<file path="config.mk">
export PLATFORM = sky130hd
export DESIGN_NAME = pdwake_ctrl
export DESIGN_NICKNAME = d
export VERILOG_FILES = /design/src/rtl/pdw_pkg.sv /design/src/rtl/pdw_key_gate.sv /design/src/rtl/pdw_ctrl_regs.sv /design/src/rtl/pdw_wake_seq.sv /design/src/rtl/pdwake_ctrl.sv
export SDC_FILE = /design/constraint.sdc
export NUM_CORES = 1
export LEC_CHECK = 0
export BUFFER_PORTS_ARGS = -buffer_cell sky130_fd_sc_hd__clkbuf_2
export CAP_MARGIN = 10
export CORE_UTILIZATION = 51
export DETAILED_ROUTE_END_ITERATION = 7
export PLACE_DENSITY = 0.91
export RECOVER_POWER = 25
export SYNTH_ARGS = -nofsm -noshare
export SYNTH_HDL_FRONTEND = slang
export SYNTH_SLANG_ARGS = --single-unit
</file>
<file path="constraint.sdc">
create_clock -name clk -period 3.1 [get_ports clk]
set_input_delay 0.155 -clock clk [delete_from_list [all_inputs] [get_ports clk]]
set_output_delay 0.155 -clock clk [all_outputs]
set_load 0.02 [all_outputs]
</file>
<file path="src/rtl/pdw_pkg.sv">
package pdw_pkg;

  typedef enum logic [1:0] {
    SEQ_RUN  = 2'd0,
    SEQ_PD   = 2'd1,
    SEQ_WAKE = 2'd2
  } seq_state_e;

  typedef enum logic [1:0] {
    KEY_IDLE = 2'd0,
    KEY_ONE  = 2'd1,
    KEY_TWO  = 2'd2,
    KEY_OPEN = 2'd3
  } key_state_e;

  localparam logic [7:0] KEY_B0 = 8'h59;
  localparam logic [7:0] KEY_B1 = 8'h16;
  localparam logic [7:0] KEY_B2 = 8'h88;

  localparam int F_HXT   = 0;
  localparam int F_HIRC  = 1;
  localparam int F_PLL   = 2;
  localparam int F_LXT   = 3;
  localparam int F_LIRC  = 4;
  localparam int F_DLY   = 5;
  localparam int F_IRQEN = 6;
  localparam int F_FLAG  = 7;
  localparam int F_PDREQ = 8;
  localparam int F_WAIT  = 9;
  localparam int F_OPEN  = 15;

  typedef struct packed {
    logic wait_cpu;
    logic irq_en;
    logic dly_en;
    logic lirc_on;
    logic lxt_on;
    logic pll_on;
    logic hirc_on;
    logic hxt_on;
  } pdw_cfg_t;

  localparam pdw_cfg_t CFG_RESET = '{hirc_on: 1'b1, default: 1'b0};

endpackage

</file>
<file path="src/rtl/pdw_key_gate.sv">
module pdw_key_gate
  import pdw_pkg::*;
(
  input  logic       clk,
  input  logic       rst_n,
  input  logic       key_wr,
  input  logic [7:0] key_byte,
  output logic       gate_open
);

  key_state_e state_q, state_d;

  always_comb begin
    state_d = state_q;
    if (key_wr) begin
      unique case (state_q)
        KEY_IDLE: state_d = (key_byte == KEY_B0) ? KEY_ONE  : KEY_IDLE;
        KEY_ONE:  state_d = (key_byte == KEY_B1) ? KEY_TWO  :
                            (key_byte == KEY_B0) ? KEY_ONE  : KEY_IDLE;
        KEY_TWO:  state_d = (key_byte == KEY_B2) ? KEY_OPEN :
                            (key_byte == KEY_B0) ? KEY_ONE  : KEY_IDLE;
        KEY_OPEN: state_d = KEY_IDLE;
        default:  state_d = KEY_IDLE;
      endcase
    end
  end

  always_ff @(posedge clk or negedge rst_n) begin
    if (!rst_n) state_q <= KEY_IDLE;
    else if (key_wr) state_q <= state_d;
  end

  assign gate_open = (state_q == KEY_OPEN);

  assert_open_in_order_R1: assert property (@(posedge clk) disable iff (!rst_n)
    (state_q == KEY_OPEN) |-> ($past(state_q) == KEY_TWO || $past(state_q) == KEY_OPEN));

  assert_open_relocks_R2: assert property (@(posedge clk) disable iff (!rst_n)
    (key_wr && state_q == KEY_OPEN) |=> (state_q == KEY_IDLE));

endmodule

</file>
<file path="src/rtl/pdw_ctrl_regs.sv">
module pdw_ctrl_regs
  import pdw_pkg::*;
(
  input  logic        clk,
  input  logic        rst_n,
  input  logic        ctrl_wr,
  input  logic [15:0] wdata,
  input  logic        gate_open,
  input  logic        wake_set,
  input  logic        pd_clr,
  output pdw_cfg_t    cfg,
  output logic        pd_req,
  output logic        wake_flag,
  output logic [15:0] rdata
);

  pdw_cfg_t cfg_q, cfg_d;
  logic     pd_req_q, pd_req_d;
  logic     flag_q, flag_d;
  logic     prot_wr;
  logic     unused_wbits;

  assign prot_wr      = ctrl_wr && gate_open;
  assign unused_wbits = ^wdata[15:10];

  always_comb begin
    cfg_d = cfg_q;
    if (prot_wr) begin
      cfg_d.hxt_on   = wdata[F_HXT];
      cfg_d.hirc_on  = wdata[F_HIRC];
      cfg_d.pll_on   = wdata[F_PLL];
      cfg_d.lxt_on   = wdata[F_LXT];
      cfg_d.lirc_on  = wdata[F_LIRC];
      cfg_d.dly_en   = wdata[F_DLY];
      cfg_d.irq_en   = wdata[F_IRQEN];
      cfg_d.wait_cpu = wdata[F_WAIT];
    end
  end

  always_comb begin
    pd_req_d = pd_req_q;
    if (pd_clr)       pd_req_d = 1'b0;
    else if (prot_wr) pd_req_d = wdata[F_PDREQ];
  end

  always_comb begin
    flag_d = flag_q;
    if (wake_set)                     flag_d = 1'b1;
    else if (ctrl_wr && wdata[F_FLAG]) flag_d = 1'b0;
  end

  always_ff @(posedge clk or negedge rst_n) begin
    if (!rst_n) begin
      cfg_q    <= CFG_RESET;
      pd_req_q <= 1'b0;
      flag_q   <= 1'b0;
    end else begin
      if (prot_wr)                       cfg_q    <= cfg_d;
      if (pd_clr || prot_wr)             pd_req_q <= pd_req_d;
      if (wake_set || ctrl_wr)           flag_q   <= flag_d;
    end
  end

  assign cfg       = cfg_q;
  assign pd_req    = pd_req_q;
  assign wake_flag = flag_q;

  always_comb begin
    rdata          = '0;
    rdata[F_HXT]   = cfg_q.hxt_on;
    rdata[F_HIRC]  = cfg_q.hirc_on;
    rdata[F_PLL]   = cfg_q.pll_on;
    rdata[F_LXT]   = cfg_q.lxt_on;
    rdata[F_LIRC]  = cfg_q.lirc_on;
    rdata[F_DLY]   = cfg_q.dly_en;
    rdata[F_IRQEN] = cfg_q.irq_en;
    rdata[F_FLAG]  = flag_q;
    rdata[F_PDREQ] = pd_req_q;
    rdata[F_WAIT]  = cfg_q.wait_cpu;
    rdata[F_OPEN]  = gate_open;
  end

  assert_locked_hold_R1: assert property (@(posedge clk) disable iff (!rst_n)
    (ctrl_wr && !gate_open) |=> $stable(cfg_q));

  assert_req_cleared_R6: assert property (@(posedge clk) disable iff (!rst_n)
    pd_clr |=> !pd_req_q);

  assert_flag_sets_R7: assert property (@(posedge clk) disable iff (!rst_n)
    wake_set |=> flag_q);

endmodule

</file>
<file path="src/rtl/pdw_wake_seq.sv">
module pdw_wake_seq
  import pdw_pkg::*;
#(
  parameter int DLY_XTAL = 4096,
  parameter int DLY_RC   = 256
) (
  input  logic       clk,
  input  logic       rst_n,
  input  logic       pd_req,
  input  logic       wait_cpu,
  input  logic       cpu_sleep,
  input  logic       wake_any,
  input  logic       dly_en,
  input  logic       src_rc,
  output seq_state_e state,
  output logic       wake_hit
);

  localparam int DLY_MAX = (DLY_XTAL > DLY_RC) ? DLY_XTAL : DLY_RC;
  localparam int CNT_W   = $clog2(DLY_MAX) + 1;
  localparam logic [CNT_W-1:0] LOAD_XTAL = CNT_W'(DLY_XTAL - 1);
  localparam logic [CNT_W-1:0] LOAD_RC   = CNT_W'(DLY_RC - 1);

  seq_state_e       state_q, state_d;
  logic [CNT_W-1:0] cnt_q, cnt_d;
  logic             cnt_en;

  always_comb begin
    state_d = state_q;
    cnt_d   = cnt_q;
    cnt_en  = 1'b0;
    unique case (state_q)
      SEQ_RUN: begin
        if (pd_req && (!wait_cpu || cpu_sleep)) state_d = SEQ_PD;
      end
      SEQ_PD: begin
        if (wake_any) begin
          if (dly_en) begin
            state_d = SEQ_WAKE;
            cnt_d   = src_rc ? LOAD_RC : LOAD_XTAL;
            cnt_en  = 1'b1;
          end else begin
            state_d = SEQ_RUN;
          end
        end
      end
      SEQ_WAKE: begin
        if (cnt_q == '0) begin
          state_d = SEQ_RUN;
        end else begin
          cnt_d  = cnt_q - 1'b1;
          cnt_en = 1'b1;
        end
      end
      default: state_d = SEQ_RUN;
    endcase
  end

  always_ff @(posedge clk or negedge rst_n) begin
    if (!rst_n) begin
      state_q <= SEQ_RUN;
      cnt_q   <= '0;
    end else begin
      state_q <= state_d;
      if (cnt_en) cnt_q <= cnt_d;
    end
  end

  assign state    = state_q;
  assign wake_hit = (state_q == SEQ_PD) && wake_any;

  assert_enter_now_R3: assert property (@(posedge clk) disable iff (!rst_n)
    (state_q == SEQ_RUN && pd_req && !wait_cpu) |=> (state_q == SEQ_PD));

  assert_wait_sleep_R4: assert property (@(posedge clk) disable iff (!rst_n)
    (state_q == SEQ_RUN && wait_cpu && !cpu_sleep) |=> (state_q == SEQ_RUN));

  assert_cnt_bound_R9: assert property (@(posedge clk) disable iff (!rst_n)
    (state_q == SEQ_WAKE) |-> (cnt_q < CNT_W'(DLY_MAX)));

  assert_no_delay_R10: assert property (@(posedge clk) disable iff (!rst_n)
    (state_q == SEQ_PD && wake_any && !dly_en) |=> (state_q == SEQ_RUN));

endmodule

</file>
<file path="src/rtl/pdwake_ctrl.sv">
module pdwake_ctrl
  import pdw_pkg::*;
#(
  parameter int ADDR_W   = 2,
  parameter int WAKE_N   = 8,
  parameter int DLY_XTAL = 4096,
  parameter int DLY_RC   = 256
) (
  input  logic              clk,
  input  logic              rst_n,
  input  logic              wr_en,
  input  logic [ADDR_W-1:0] wr_addr,
  input  logic [15:0]       wr_data,
  input  logic              cpu_sleep,
  input  logic [WAKE_N-1:0] wake_evt,
  input  logic              src_rc,
  output logic              hxt_en,
  output logic              hirc_en,
  output logic              pll_en,
  output logic              lxt_en,
  output logic              lirc_en,
  output logic              sysclk_en,
  output logic              wake_irq,
  output logic [15:0]       ctrl_rdata
);

  localparam logic [ADDR_W-1:0] CTRL_ADDR = ADDR_W'(0);
  localparam logic [ADDR_W-1:0] KEY_ADDR  = ADDR_W'(1);

  logic       ctrl_wr, key_wr, gate_open;
  logic       pd_req, wake_flag, wake_hit, wake_any;
  pdw_cfg_t   cfg;
  seq_state_e state;

  assign ctrl_wr  = wr_en && (wr_addr == CTRL_ADDR);
  assign key_wr   = wr_en && (wr_addr == KEY_ADDR);
  assign wake_any = |wake_evt;

  pdw_key_gate u_key (
    .clk       (clk),
    .rst_n     (rst_n),
    .key_wr    (key_wr),
    .key_byte  (wr_data[7:0]),
    .gate_open (gate_open)
  );

  pdw_ctrl_regs u_regs (
    .clk       (clk),
    .rst_n     (rst_n),
    .ctrl_wr   (ctrl_wr),
    .wdata     (wr_data),
    .gate_open (gate_open),
    .wake_set  (wake_hit),
    .pd_clr    (wake_hit),
    .cfg       (cfg),
    .pd_req    (pd_req),
    .wake_flag (wake_flag),
    .rdata     (ctrl_rdata)
  );

  pdw_wake_seq #(
    .DLY_XTAL (DLY_XTAL),
    .DLY_RC   (DLY_RC)
  ) u_seq (
    .clk       (clk),
    .rst_n     (rst_n),
    .pd_req    (pd_req),
    .wait_cpu  (cfg.wait_cpu),
    .cpu_sleep (cpu_sleep),
    .wake_any  (wake_any),
    .dly_en    (cfg.dly_en),
    .src_rc    (src_rc),
    .state     (state),
    .wake_hit  (wake_hit)
  );

  logic fast_ok;
  assign fast_ok   = (state != SEQ_PD);
  assign hxt_en    = cfg.hxt_on  && fast_ok;
  assign hirc_en   = cfg.hirc_on && fast_ok;
  assign pll_en    = cfg.pll_on  && fast_ok;
  assign lxt_en    = cfg.lxt_on;
  assign lirc_en   = cfg.lirc_on;
  assign sysclk_en = (state == SEQ_RUN);
  assign wake_irq  = wake_flag && cfg.irq_en;

  assert_pd_gates_R5: assert property (@(posedge clk) disable iff (!rst_n)
    (state == SEQ_PD) |-> (!sysclk_en && !hxt_en && !hirc_en && !pll_en));

  assert_irq_both_R8: assert property (@(posedge clk) disable iff (!rst_n)
    wake_irq |-> (ctrl_rdata[F_FLAG] && ctrl_rdata[F_IRQEN]));

  assert_wake_clears_R6: assert property (@(posedge clk) disable iff (!rst_n)
    (state == SEQ_PD && wake_any) |=> (!ctrl_rdata[F_PDREQ] && ctrl_rdata[F_FLAG]));

endmodule

</file>
==> results.toml <==
[run_status]
status = "finished, final reports clean"

[route]
wire_per_inst_um = 14.5
detailed_route_drc_error_count = 0
detail_route.first_pass.iterations = 4
highest-signal-layer = "met4"
drt_iter0_drc = 81
ant_nets = 0
met2_wire_len_um = 1900
met3_wirelength_um = 108
via_count = 1509
route.layer.met1.wl_um = 1670
postRouteWirelength_um = 3770
avgViaCountPerCell = 5.80

[sta]
fmax_mhz = 412
worst_slew_margin_rel = 0.0551
worst_clock_skew_ns = 0.00870
totalNegativeSetupSlack_ns = 0
post-route-worst-setup-slack_ns = 0.675
final_min_period_over_clock_period = 0.782
whs_ns = 0.0447
setup-violations-final = 0
hold_viol = 0
shortest_clock_period_the_worst_path_allows_after_layout_ns = 2.43
max_slew.worst_pin.slew_ns = 1.42
grt_setup_unrepaired = "false"
slew_limit_fails = 0

[cts]
cts.htree.levels = 1
cts.root.buffer_cell = "sky130_fd_sc_hd__clkbuf_4"
post-cts-setup-buffers = 0
path_clk_slew_ns = 0.13
cts_inserted_buffers = 3
cts.sinks = 27
clock_tree_from_tritoncts = "done"
cts_max_path_bufs = 2
clk-insertion-delay-late_ns = 0.33

[power_and_ir_drop]
total_power_mw = 1.07
p_comb_frac = 0.341
seqPwrFrac = 0.517
peakVddDrop_mv = 0.390
sw_frac_of_total = 0.391
p_clk_frac = 0.142
power.leakage_nw = 0.869
cellPowerDensity_nw_per_um2 = 551
net_load_switching_power_mw = 0.417
intPower_mw = 0.650

[grt]
grt_first_pass_wirelength_um = 6470
grt_antenna_before_repair = 0
all_layer_global_routing_usage = 0.239
overflow = 0
grt_start_max_net_pins = 28
grt_pass1_vias = 1417

[flow_run]
timing.max_cap.violations = 0

[cells_and_area]
nNetsFinal = 253
area_delta_synth_final_pct = 12.4
n_antenna_cell = 0
fillerInstances = 275
layout_cell_share_with_drive_strength_beyond_1 = 0.301
fin_area_sq_um = 1940

[synth]
yosysMostFrequentCell = "sky130_fd_sc_hd__dfrtp_1"
postSynth.asyncResetShare = 1.00
synth-seq-area-share = 0.393
yosys_warnings = 0
netlist_area_sq_um = 1720
synth_compound_area_frac = 0.154
synth_top_family_by_area = "simple AND/OR/NAND/NOR gates"
synth_simple_gate_area_share = 0.264
synth.ff_latch_count = 27
synth.area.mux_share = 0.0661
number_of_flops_mapped_to_enable_cells_by_yosys = 0
post_synth_main_area_contributors = "sky130_fd_sc_hd__dfrtp_1 38%, sky130_fd_sc_hd__buf_4 5.2%, sky130_fd_sc_hd__o21ai_0 4.6%"
area_share_of_xor_xnor_cells_in_the_synthesized_design = 0
post_synth_most_frequent_cells = "26 x sky130_fd_sc_hd__dfrtp_1, 16 x sky130_fd_sc_hd__o21ai_0, 12 x sky130_fd_sc_hd__buf_4"
synth.avg_cell_area_sq_um = 9.47
gate_count_of_the_mapped_netlist = 182
post-synth-top-area-cell = "sky130_fd_sc_hd__dfrtp_1"
synth_adder_area_share = 0.0363
yosysUniqueCellTypes = 50
synth_top_area_share = 0.378
synth-main-ff-cell = "sky130_fd_sc_hd__dfrtp_1"

[floorplanning]
design.die.area_sq_um = 3610
std_cell_rows = 20
coreArea_sq_um = 3130
dieHeight_um = 60.1
die_w_um = 60.1
initial_utilization = 0.551
boundary_pins = 54

[critical_path]
worst_ep_required_time_ns = 3.32
regToRegSetupSlack_ns = 0.67
worst-path-max-fanout = 10
critical_path.cell_chain = "inv_1 > ha_1 > or4b_2 > nor4_4 > a2bb2oi_2 > nand2_2 > mux2_4"
arrival_ns = 2.65
worst_r2r_endpoint = "u_seq.state[0]"
cp_slowest_cell = "sky130_fd_sc_hd__or4b_2"
timing.rr.start = "u_seq.cnt_q[0]"
timing.setup.critical_path_class = "flop to flop"
start_kind = "flop"
largest_stage_delay_worst_path_ns = 0.62
critPathCaptureType = "flop"
critPathTopFamily = "simple AND/OR/NAND/NOR gates"
timing.critical_path.buf_inv = 1
number_of_cell_instances_on_the_worst_register_to_register_path = 7

[min_path]
timing.hold.worst.class = "input port to flop"
hold_path_depth = 3
holdPathEnd = "u_regs.cfg[7]"
hp-start = "wr_data[9]"

[place]
place_area_sq_um = 1900
dp_slack_ns = 0.703
hpwl_um = 2860
gp_routability_congestion = 0.839
port-buffer-count = 42
## power groups by stage
stage	logic (mW)	clock network [mW]	registers [mW]
finish	0.364	0.151	0.552
global route	0.405	0.170	0.564
CTS	0.365	0.157	0.548
detailed placement	0.362	0	0.555
global placement	0.350	0	0.546
floorplan	0.293	0	0.523
## worst max-delay path by stage
stage / startpoint / end / slack, ns / cells after the start
after detailed placement: u_seq.cnt_q[0] / u_seq.state[0] / 0.70 / 7
after global placement: u_seq.cnt_q[0] / u_seq.state[0] / 0.70 / 7
after CTS: u_seq.cnt_q[0] / u_seq.state[0] / 0.67 / 7
after floorplan: u_seq.cnt_q[0] / u_seq.state[0] / 0.87 / 7
final: u_seq.cnt_q[0] / u_seq.state[0] / 0.67 / 7
after global routing: u_seq.state[0] / u_seq.cnt_q[12] / 0.47 / 5
## worst min-delay path: cells and delay by family
kind / cells / cell delay (ns)
compound gates: 1 / 0.07
buf+inv: 1 / 0.07
simple gates: 1 / 0.04
## logic make-up after synthesis
family	count (synthesis)
and+or+nand+nor	73
muxes	10
AOI/OAI and AO/OA	40
adders and majority gates	5
other	1
buffers and inverters	26
DFF	27
## registers in the layout, summed over array words and instances, names as in the netlist
| name | count |
|---|---|
| u_regs.cfg | 8 |
| u_seq.cnt_q | 13 |
| u_regs.wake_flag | 1 |
| u_regs.pd_req | 1 |
| u_seq.state | 2 |
| u_key.state_q | 2 |
## metal layers
metal / GRT usage / vias to the layer above
met1: 0.308 / 732
met5: 0 / -
met4: 0.0930 / 0
li1: - / 732
met2: 0.402 / 37
met3: 0.0346 / 8
## layout make-up
cell class	instances	area [sq um]	area share
multi-input cells	133	922	0.476
repair buffers	44	226	0.117
clock buffers	4	26.3	0.0136
well taps	44	55.1	0.0284
inverters	8	30.0	0.0155
flip-flops and latches	27	677	0.349
## repair_timing
item	CTS	global route
hold buffers	1	0
resized for setup	0	0
hold endpoints to repair	26	0
## through the flow
| step | utilization | instances |
|---|---|---|
| after floorplan | - | 186 |
| after global placement | 0.608 | 255 |
| after detailed placement | 0.608 | 255 |
| after CTS | 0.620 | 260 |
| after global routing | 0.619 | 260 |
| final | 0.619 | 260 |
## placed cells by master (no fill, tap or decap), drive strengths merged, types with 5 or more instances in the layout
cell / count
clkbuf: 46
dfrtp: 26
o21ai: 16
nor2: 11
nand2: 11
mux2: 8
inv: 7
nor3: 7
a21oi: 6
or4: 6
nor4: 6
nor2b: 5
ha: 5
conb: 5
Power figures use the tool's default switching activity.
